==> config.mk <==
export PLATFORM = sky130hd
export DESIGN_NAME = dma_xlat_top
export DESIGN_NICKNAME = d
export VERILOG_FILES = /design/src/rtl/xlat_pkg.sv /design/src/rtl/xlat_cfg_regs.sv /design/src/rtl/xlat_window.sv /design/src/rtl/xlat_engine.sv /design/src/rtl/dma_xlat_top.sv
export SDC_FILE = /design/constraint.sdc
export NUM_CORES = 1
export LEC_CHECK = 0
export BUFFER_PORTS_ARGS = -buffer_cell sky130_fd_sc_hd__buf_2
export CAP_MARGIN = 20
export CELL_PAD_IN_SITES_DETAIL_PLACEMENT = 1
export CELL_PAD_IN_SITES_GLOBAL_PLACEMENT = 1
export CORE_MARGIN = 1.5
export CORE_UTILIZATION = 42
export DETAILED_ROUTE_END_ITERATION = 6
export GPL_ROUTABILITY_DRIVEN = 0
export PLACE_DENSITY_LB_ADDON = 0.08
export SETUP_SLACK_MARGIN = 0.5
export SYNTH_ARGS = -nofsm -noshare
export SYNTH_HDL_FRONTEND = slang
export SYNTH_SLANG_ARGS = --single-unit
==> constraint.sdc <==
create_clock -name clk -period 3.9 [get_ports clk]
set_clock_uncertainty 0.2 [all_clocks]
set_input_delay 0.39 -clock clk [delete_from_list [all_inputs] [get_ports clk]]
set_output_delay 0.39 -clock clk [all_outputs]
set_load 0.005 [all_outputs]
==> src/rtl/xlat_pkg.sv <==
package xlat_pkg;
    typedef enum logic [1:0] {
        ST_IDLE  = 2'd0,
        ST_FETCH = 2'd1,
        ST_WAIT  = 2'd2,
        ST_RESP  = 2'd3
    } xl_state_e;

    // register slot order inside the configuration block
    localparam int SLOT_WBASE = 0;
    localparam int SLOT_WMASK = 1;
    localparam int SLOT_PURGE = 2;
    localparam int SLOT_TCFG  = 3;
    localparam int SLOT_DIR   = 4;
    localparam int NUM_SLOTS  = 5;
endpackage

==> src/rtl/xlat_cfg_regs.sv <==
module xlat_cfg_regs #(
    parameter int                 DW        = 64,
    parameter int                 CFG_AW    = 18,
    parameter logic [CFG_AW-1:0]  BASE_OFFS = 18'h20300
) (
    input  logic              clk,
    input  logic              rst_n,
    input  logic              wr_en,
    input  logic              wide,
    input  logic [CFG_AW-1:0] addr,
    input  logic [DW-1:0]     wdata,
    output logic [DW-1:0]     rdata,
    output logic [DW-1:0]     win_base,
    output logic [DW-1:0]     win_mask,
    output logic [DW-1:0]     dir_base
);
    import xlat_pkg::*;

    localparam int HW = DW / 2;

    logic [DW-1:0] slot_q [NUM_SLOTS];
    logic [NUM_SLOTS-1:0] hit;

    for (genvar i = 0; i < NUM_SLOTS; i++) begin : g_slot
        localparam logic [CFG_AW-1:0] OFFS = BASE_OFFS + CFG_AW'(8 * i);
        logic [DW-1:0] q;

        assign hit[i] = (addr[CFG_AW-1:3] == OFFS[CFG_AW-1:3]);

        always_ff @(posedge clk) begin
            if (!rst_n) begin
                q <= '0;
            end else if (wr_en && hit[i]) begin
                if (wide) begin
                    q <= wdata;
                end else if (addr[2]) begin
                    q[DW-1:HW] <= wdata[HW-1:0];
                end else begin
                    q[HW-1:0] <= wdata[HW-1:0];
                end
            end
        end

        assign slot_q[i] = q;
    end

    always_comb begin
        rdata = '0;
        for (int i = 0; i < NUM_SLOTS; i++) begin
            if (hit[i]) rdata = slot_q[i];
        end
    end

    assign win_base = slot_q[SLOT_WBASE];
    assign win_mask = slot_q[SLOT_WMASK];
    assign dir_base = slot_q[SLOT_DIR];
endmodule

==> src/rtl/xlat_window.sv <==
module xlat_window #(
    parameter int AW         = 64,
    parameter int PAGE_SHIFT = 12,
    parameter int ENT_LOG2   = 3
) (
    input  logic [AW-1:0] addr,
    input  logic [AW-1:0] win_base,
    input  logic [AW-1:0] win_mask,
    input  logic [AW-1:0] dir_base,
    output logic          in_window,
    output logic [AW-1:0] entry_addr
);
    logic [AW-1:0] base_cmp;
    logic [AW-1:0] page_idx;

    assign base_cmp   = {win_base[AW-1:1], 1'b0};
    assign in_window  = win_base[0] && ((addr & win_mask) == base_cmp);
    assign page_idx   = addr >> PAGE_SHIFT;
    assign entry_addr = dir_base + (page_idx << ENT_LOG2);
endmodule

==> src/rtl/xlat_engine.sv <==
module xlat_engine #(
    parameter int AW         = 64,
    parameter int PAGE_SHIFT = 12
) (
    input  logic          clk,
    input  logic          rst_n,
    input  logic          req_valid,
    output logic          req_ready,
    input  logic [AW-1:0] req_addr,
    input  logic          in_window,
    input  logic [AW-1:0] entry_addr,
    output logic          rsp_valid,
    input  logic          rsp_ready,
    output logic [AW-1:0] rsp_addr,
    output logic          rsp_fault,
    output logic          mem_rd_valid,
    input  logic          mem_rd_ready,
    output logic [AW-1:0] mem_rd_addr,
    input  logic          mem_rdata_valid,
    input  logic [AW-1:0] mem_rdata
);
    import xlat_pkg::*;

    localparam logic [AW-1:0] OFFS_MASK = (AW'(1) << PAGE_SHIFT) - AW'(1);

    xl_state_e     state_q, state_d;
    logic [AW-1:0] ent_q;
    logic [AW-1:0] lo_q;
    logic [AW-1:0] res_q;
    logic          flt_q;
    logic          accept;

    assign accept = req_valid && (state_q == ST_IDLE);

    always_ff @(posedge clk) begin
        if (!rst_n) state_q <= ST_IDLE;
        else        state_q <= state_d;
    end

    always_comb begin
        state_d = state_q;
        unique case (state_q)
            ST_IDLE:  if (req_valid)       state_d = in_window ? ST_FETCH : ST_RESP;
            ST_FETCH: if (mem_rd_ready)    state_d = ST_WAIT;
            ST_WAIT:  if (mem_rdata_valid) state_d = ST_RESP;
            ST_RESP:  if (rsp_ready)       state_d = ST_IDLE;
            default:                       state_d = ST_IDLE;
        endcase
    end

    always_ff @(posedge clk) begin
        if (!rst_n) begin
            ent_q <= '0;
            lo_q  <= '0;
            res_q <= '0;
            flt_q <= 1'b0;
        end else begin
            if (accept) begin
                ent_q <= entry_addr;
                lo_q  <= req_addr & OFFS_MASK;
                res_q <= req_addr;
                flt_q <= 1'b0;
            end
            if (state_q == ST_WAIT && mem_rdata_valid) begin
                if (mem_rdata[AW-1]) begin
                    res_q <= ({1'b0, mem_rdata[AW-2:0]} & ~OFFS_MASK) | lo_q;
                    flt_q <= 1'b0;
                end else begin
                    res_q <= '0;
                    flt_q <= 1'b1;
                end
            end
        end
    end

    always_comb begin
        req_ready    = (state_q == ST_IDLE);
        mem_rd_valid = (state_q == ST_FETCH);
        rsp_valid    = (state_q == ST_RESP);
        mem_rd_addr  = ent_q;
        rsp_addr     = res_q;
        rsp_fault    = flt_q;
    end
endmodule

==> src/rtl/dma_xlat_top.sv <==
module dma_xlat_top #(
    parameter int                AW         = 64,
    parameter int                CFG_AW     = 18,
    parameter logic [CFG_AW-1:0] BASE_OFFS  = 18'h20300,
    parameter int                PAGE_SHIFT = 12,
    parameter int                ENT_LOG2   = 3
) (
    input  logic              clk,
    input  logic              rst_n,
    input  logic              cfg_wr_en,
    input  logic              cfg_wide,
    input  logic [CFG_AW-1:0] cfg_addr,
    input  logic [AW-1:0]     cfg_wdata,
    output logic [AW-1:0]     cfg_rdata,
    input  logic              req_valid,
    output logic              req_ready,
    input  logic [AW-1:0]     req_addr,
    output logic              rsp_valid,
    input  logic              rsp_ready,
    output logic [AW-1:0]     rsp_addr,
    output logic              rsp_fault,
    output logic              mem_rd_valid,
    input  logic              mem_rd_ready,
    output logic [AW-1:0]     mem_rd_addr,
    input  logic              mem_rdata_valid,
    input  logic [AW-1:0]     mem_rdata
);
    logic [AW-1:0] win_base, win_mask, dir_base, entry_addr;
    logic          in_window;

    xlat_cfg_regs #(.DW(AW), .CFG_AW(CFG_AW), .BASE_OFFS(BASE_OFFS)) u_regs (
        .clk(clk), .rst_n(rst_n), .wr_en(cfg_wr_en), .wide(cfg_wide),
        .addr(cfg_addr), .wdata(cfg_wdata), .rdata(cfg_rdata),
        .win_base(win_base), .win_mask(win_mask), .dir_base(dir_base)
    );

    xlat_window #(.AW(AW), .PAGE_SHIFT(PAGE_SHIFT), .ENT_LOG2(ENT_LOG2)) u_win (
        .addr(req_addr), .win_base(win_base), .win_mask(win_mask),
        .dir_base(dir_base), .in_window(in_window), .entry_addr(entry_addr)
    );

    xlat_engine #(.AW(AW), .PAGE_SHIFT(PAGE_SHIFT)) u_eng (
        .clk(clk), .rst_n(rst_n),
        .req_valid(req_valid), .req_ready(req_ready), .req_addr(req_addr),
        .in_window(in_window), .entry_addr(entry_addr),
        .rsp_valid(rsp_valid), .rsp_ready(rsp_ready),
        .rsp_addr(rsp_addr), .rsp_fault(rsp_fault),
        .mem_rd_valid(mem_rd_valid), .mem_rd_ready(mem_rd_ready),
        .mem_rd_addr(mem_rd_addr), .mem_rdata_valid(mem_rdata_valid),
        .mem_rdata(mem_rdata)
    );
endmodule

==> results.toml <==
[run_status]
status = "finished, final reports clean"

[logic_synthesis]
ys_seq_area_frac = 0.402
synth_top_area_share = 0.402
synth_edf_count = 0
syn_area_per_cell_um2 = 8.30
yosysWarnings = 0
synthArstFlopShare = 0
syn_inst = 2774
synth_top_cell_by_area = "dfxtp_1"
synthTopCellsByArea = "dfxtp_1 40%, nand2_1 10%, a21oi_1 7.3%"
synth-seq-cells = 463
yosysMostFrequentCell = "nand2_1"
syn-num-nets = 3049
synthTopCellsByCount = "637 x nand2_1, 463 x dfxtp_1, 335 x a21oi_1"
synthFlopType = "dfxtp_1"
synth_cell_types = 75
syn_area_um2 = 23000

[pwr]
p_per_area_nw_per_um2 = 450
irDropWorstVdd_uv = 336
power_leakage_nw = 11.3
finalPower_mw = 13.1

[final_layout]
final-seq-area_um2 = 9280
stdcell_count = 3940
final_layout_size_suffix_gt1_frac = 0.199
nets = 3475
fillers = 6390
syn_to_final_growth_pct = 25.8
multiInputGateArea_um2 = 13000

[min_path]
hp-class = "in -> reg"
hold_end = "u_eng.rsp_addr[59]"
min_path_cells = 3
min_from = "req_addr[59]"

[grt]
antenna_found_initial = 7
grt.overflow.total = 0
grt_max_degree = 119
grt_pass1_vias = 23700
grt_pass1_wl_um = 153000
grt_usage = 0.360

[critical_path]
crit_fanout = 36
r2r_cells = 11
r2r-end = "u_eng.mem_rd_addr[41]"
r2r_slack_ps = 550
cp-end-kind = "output pin"
criticalPathCategory = "in -> out"
critical_path_arrival_ps = 2790
r2r_start = "u_regs.dir_base[22]"
required_ps = 3310
critPathLaunchType = "primary input"

[place]
dpl.cell_count = 3698
hpwlAfterDp_um = 73100
io_buffers = 399
dp_slack_ps = 328

[clock_tree]
cts_buffers = 51
cts_tree = "done"
clock_sink_count = 463
clk_path_buf_depth = 3
htree_num_levels = 2
clockRootBuffer = "clkbuf_16"
path_clk_slew_ps = 60
clk_latency_ps = 620

[route]
totalWireLength_um = 105000
drt-initial-drc-count = 1862
num_vias = 24100
ant_nets = 0
drc = 0
vias_per_cell = 6.12
drtPass1Iterations = 6
wl_per_cell_um = 26.6

[timing]
whs_ps = 39.8
worst_pin_slew_ps = 1140
setup_violations = 0
finalCritPeriodShare = 0.866
relSlewSlack = 0.242
finalHoldViolations = 0
maxSlewViolCount = 0
fin_setup_tns_ps = 0
fin_crit_ps = 3380
rsz0062_at_grt = "yes"
fin_ws_ps = 524
max_freq_mhz = 296

[floorplanning]
initial_core_util = 0.426
core_area_um2 = 54000
chipWidth_um = 237
die-area_um2 = 56300
ioPinCount = 414
num_rows = 85
die_y_um = 237

[run]
cap_violations = 0
## what timing repair did
action | 4_1_cts | 5_1_grt
cloned | 1 | 0
pin swaps | 1 | 9
hold endpoints to repair | 236 | 0
buffers inserted | 0 | 1
setup endpoints to repair | 13 | 21
gates resized for setup | 4 | 15
hold buffers | 143 | 0
## placed cells by master (no fill, tap or decap), types with 12 or more instances in the layout
cell type | netlist | routed
nand2_1 | 637 | 635
dfxtp_1 | 463 | 458
buf_2 | 6 | 397
a21oi_1 | 335 | 333
nor2_1 | 243 | 237
a211oi_1 | 174 | 174
dlygate4sd3_1 | 0 | 143
a311oi_1 | 68 | 68
mux4_2 | 64 | 64
a22o_1 | 64 | 64
xnor2_1 | 63 | 63
ha_1 | 56 | 55
clkbuf_16 | 0 | 52
mux2i_1 | 43 | 43
buf_4 | 0 | 39
o21ai_0 | 37 | 37
a21o_1 | 36 | 36
nand3_1 | 32 | 32
nand4_1 | 26 | 26
inv_1 | 20 | 20
clkbuf_8 | 0 | 16
xor2_1 | 15 | 15
clkbuf_1 | 205 | 15
nor3_1 | 16 | 13
buf_12 | 0 | 13
nor4_1 | 13 | 12
## logic make-up after synthesis
group	Yosys count	synth area share
adders and majority gates	57	0.0313
DFF	463	0.402
xor gates and xnor gates	78	0.0297
AOI/OAI and AO/OA	814	0.237
and+or+nand+nor	1013	0.178
buffers and inverters	242	0.0398
muxes	107	0.0813
## area by class of cell
type,instances,area share
antenna,2,0.000173
multi-input combinational,2070,0.449
inverter,22,0.00311
sequential,463,0.320
timing repair buffer,592,0.137
clock inverter,12,0.00605
clock buffer,83,0.0545
tap,696,0.0301
## registers in the layout (all words and copies together), names as in the netlist
name,cells
u_eng.mem_rd_addr,64
u_eng.state_q,2
u_eng.lo_q,12
u_eng.rsp_addr,64
u_regs.g_slot.q,128
u_regs.win_mask,64
u_regs.win_base,64
u_eng.rsp_fault,1
u_regs.dir_base,64
## worst max path at each step
stage,slack (ps),to,depth (start not counted),startpoint
after floorplan,1000,u_eng.mem_rd_addr[57],11,req_addr[12]
after global placement,390,u_eng.mem_rd_addr[60],11,req_addr[18]
after detailed placement,330,u_eng.mem_rd_addr[41],13,req_addr[12]
after CTS,510,u_eng.mem_rd_addr[41],12,u_regs.dir_base[3]
after global routing,460,u_eng.mem_rd_addr[59],11,req_addr[47]
final,520,cfg_rdata[37],7,cfg_addr[13]
## stage by stage
stage,instance area [µm²],util
finish,29000,0.536
floorplan,23000,-
global placement,25700,0.476
global route,29000,0.536
detailed placement,25700,0.476
CTS,28900,0.535
## power by group
| group | internal (mW) | switching, mW |
|---|---|---|
| Clock | 2.97 | 2.10 |
| Sequential | 5.07 | 0.198 |
| Combinational | 1.05 | 1.66 |
## critical path: stages
cell and delay (ps):
buf_2 100, nor4b_1 340, nand3_1 420, nor2_4 700
buf_12 320, a22o_1 320, buf_2 160
## layer usage
layer,wire [µm],vias up,track usage
li1,-,10800,-
met5,44,-,0
met3,7870,190,0.0604
met4,4360,6,0.151
met1,45600,12000,0.489
met2,47000,1035,0.567
Note: power is estimated with default switching activity, not from simulation.
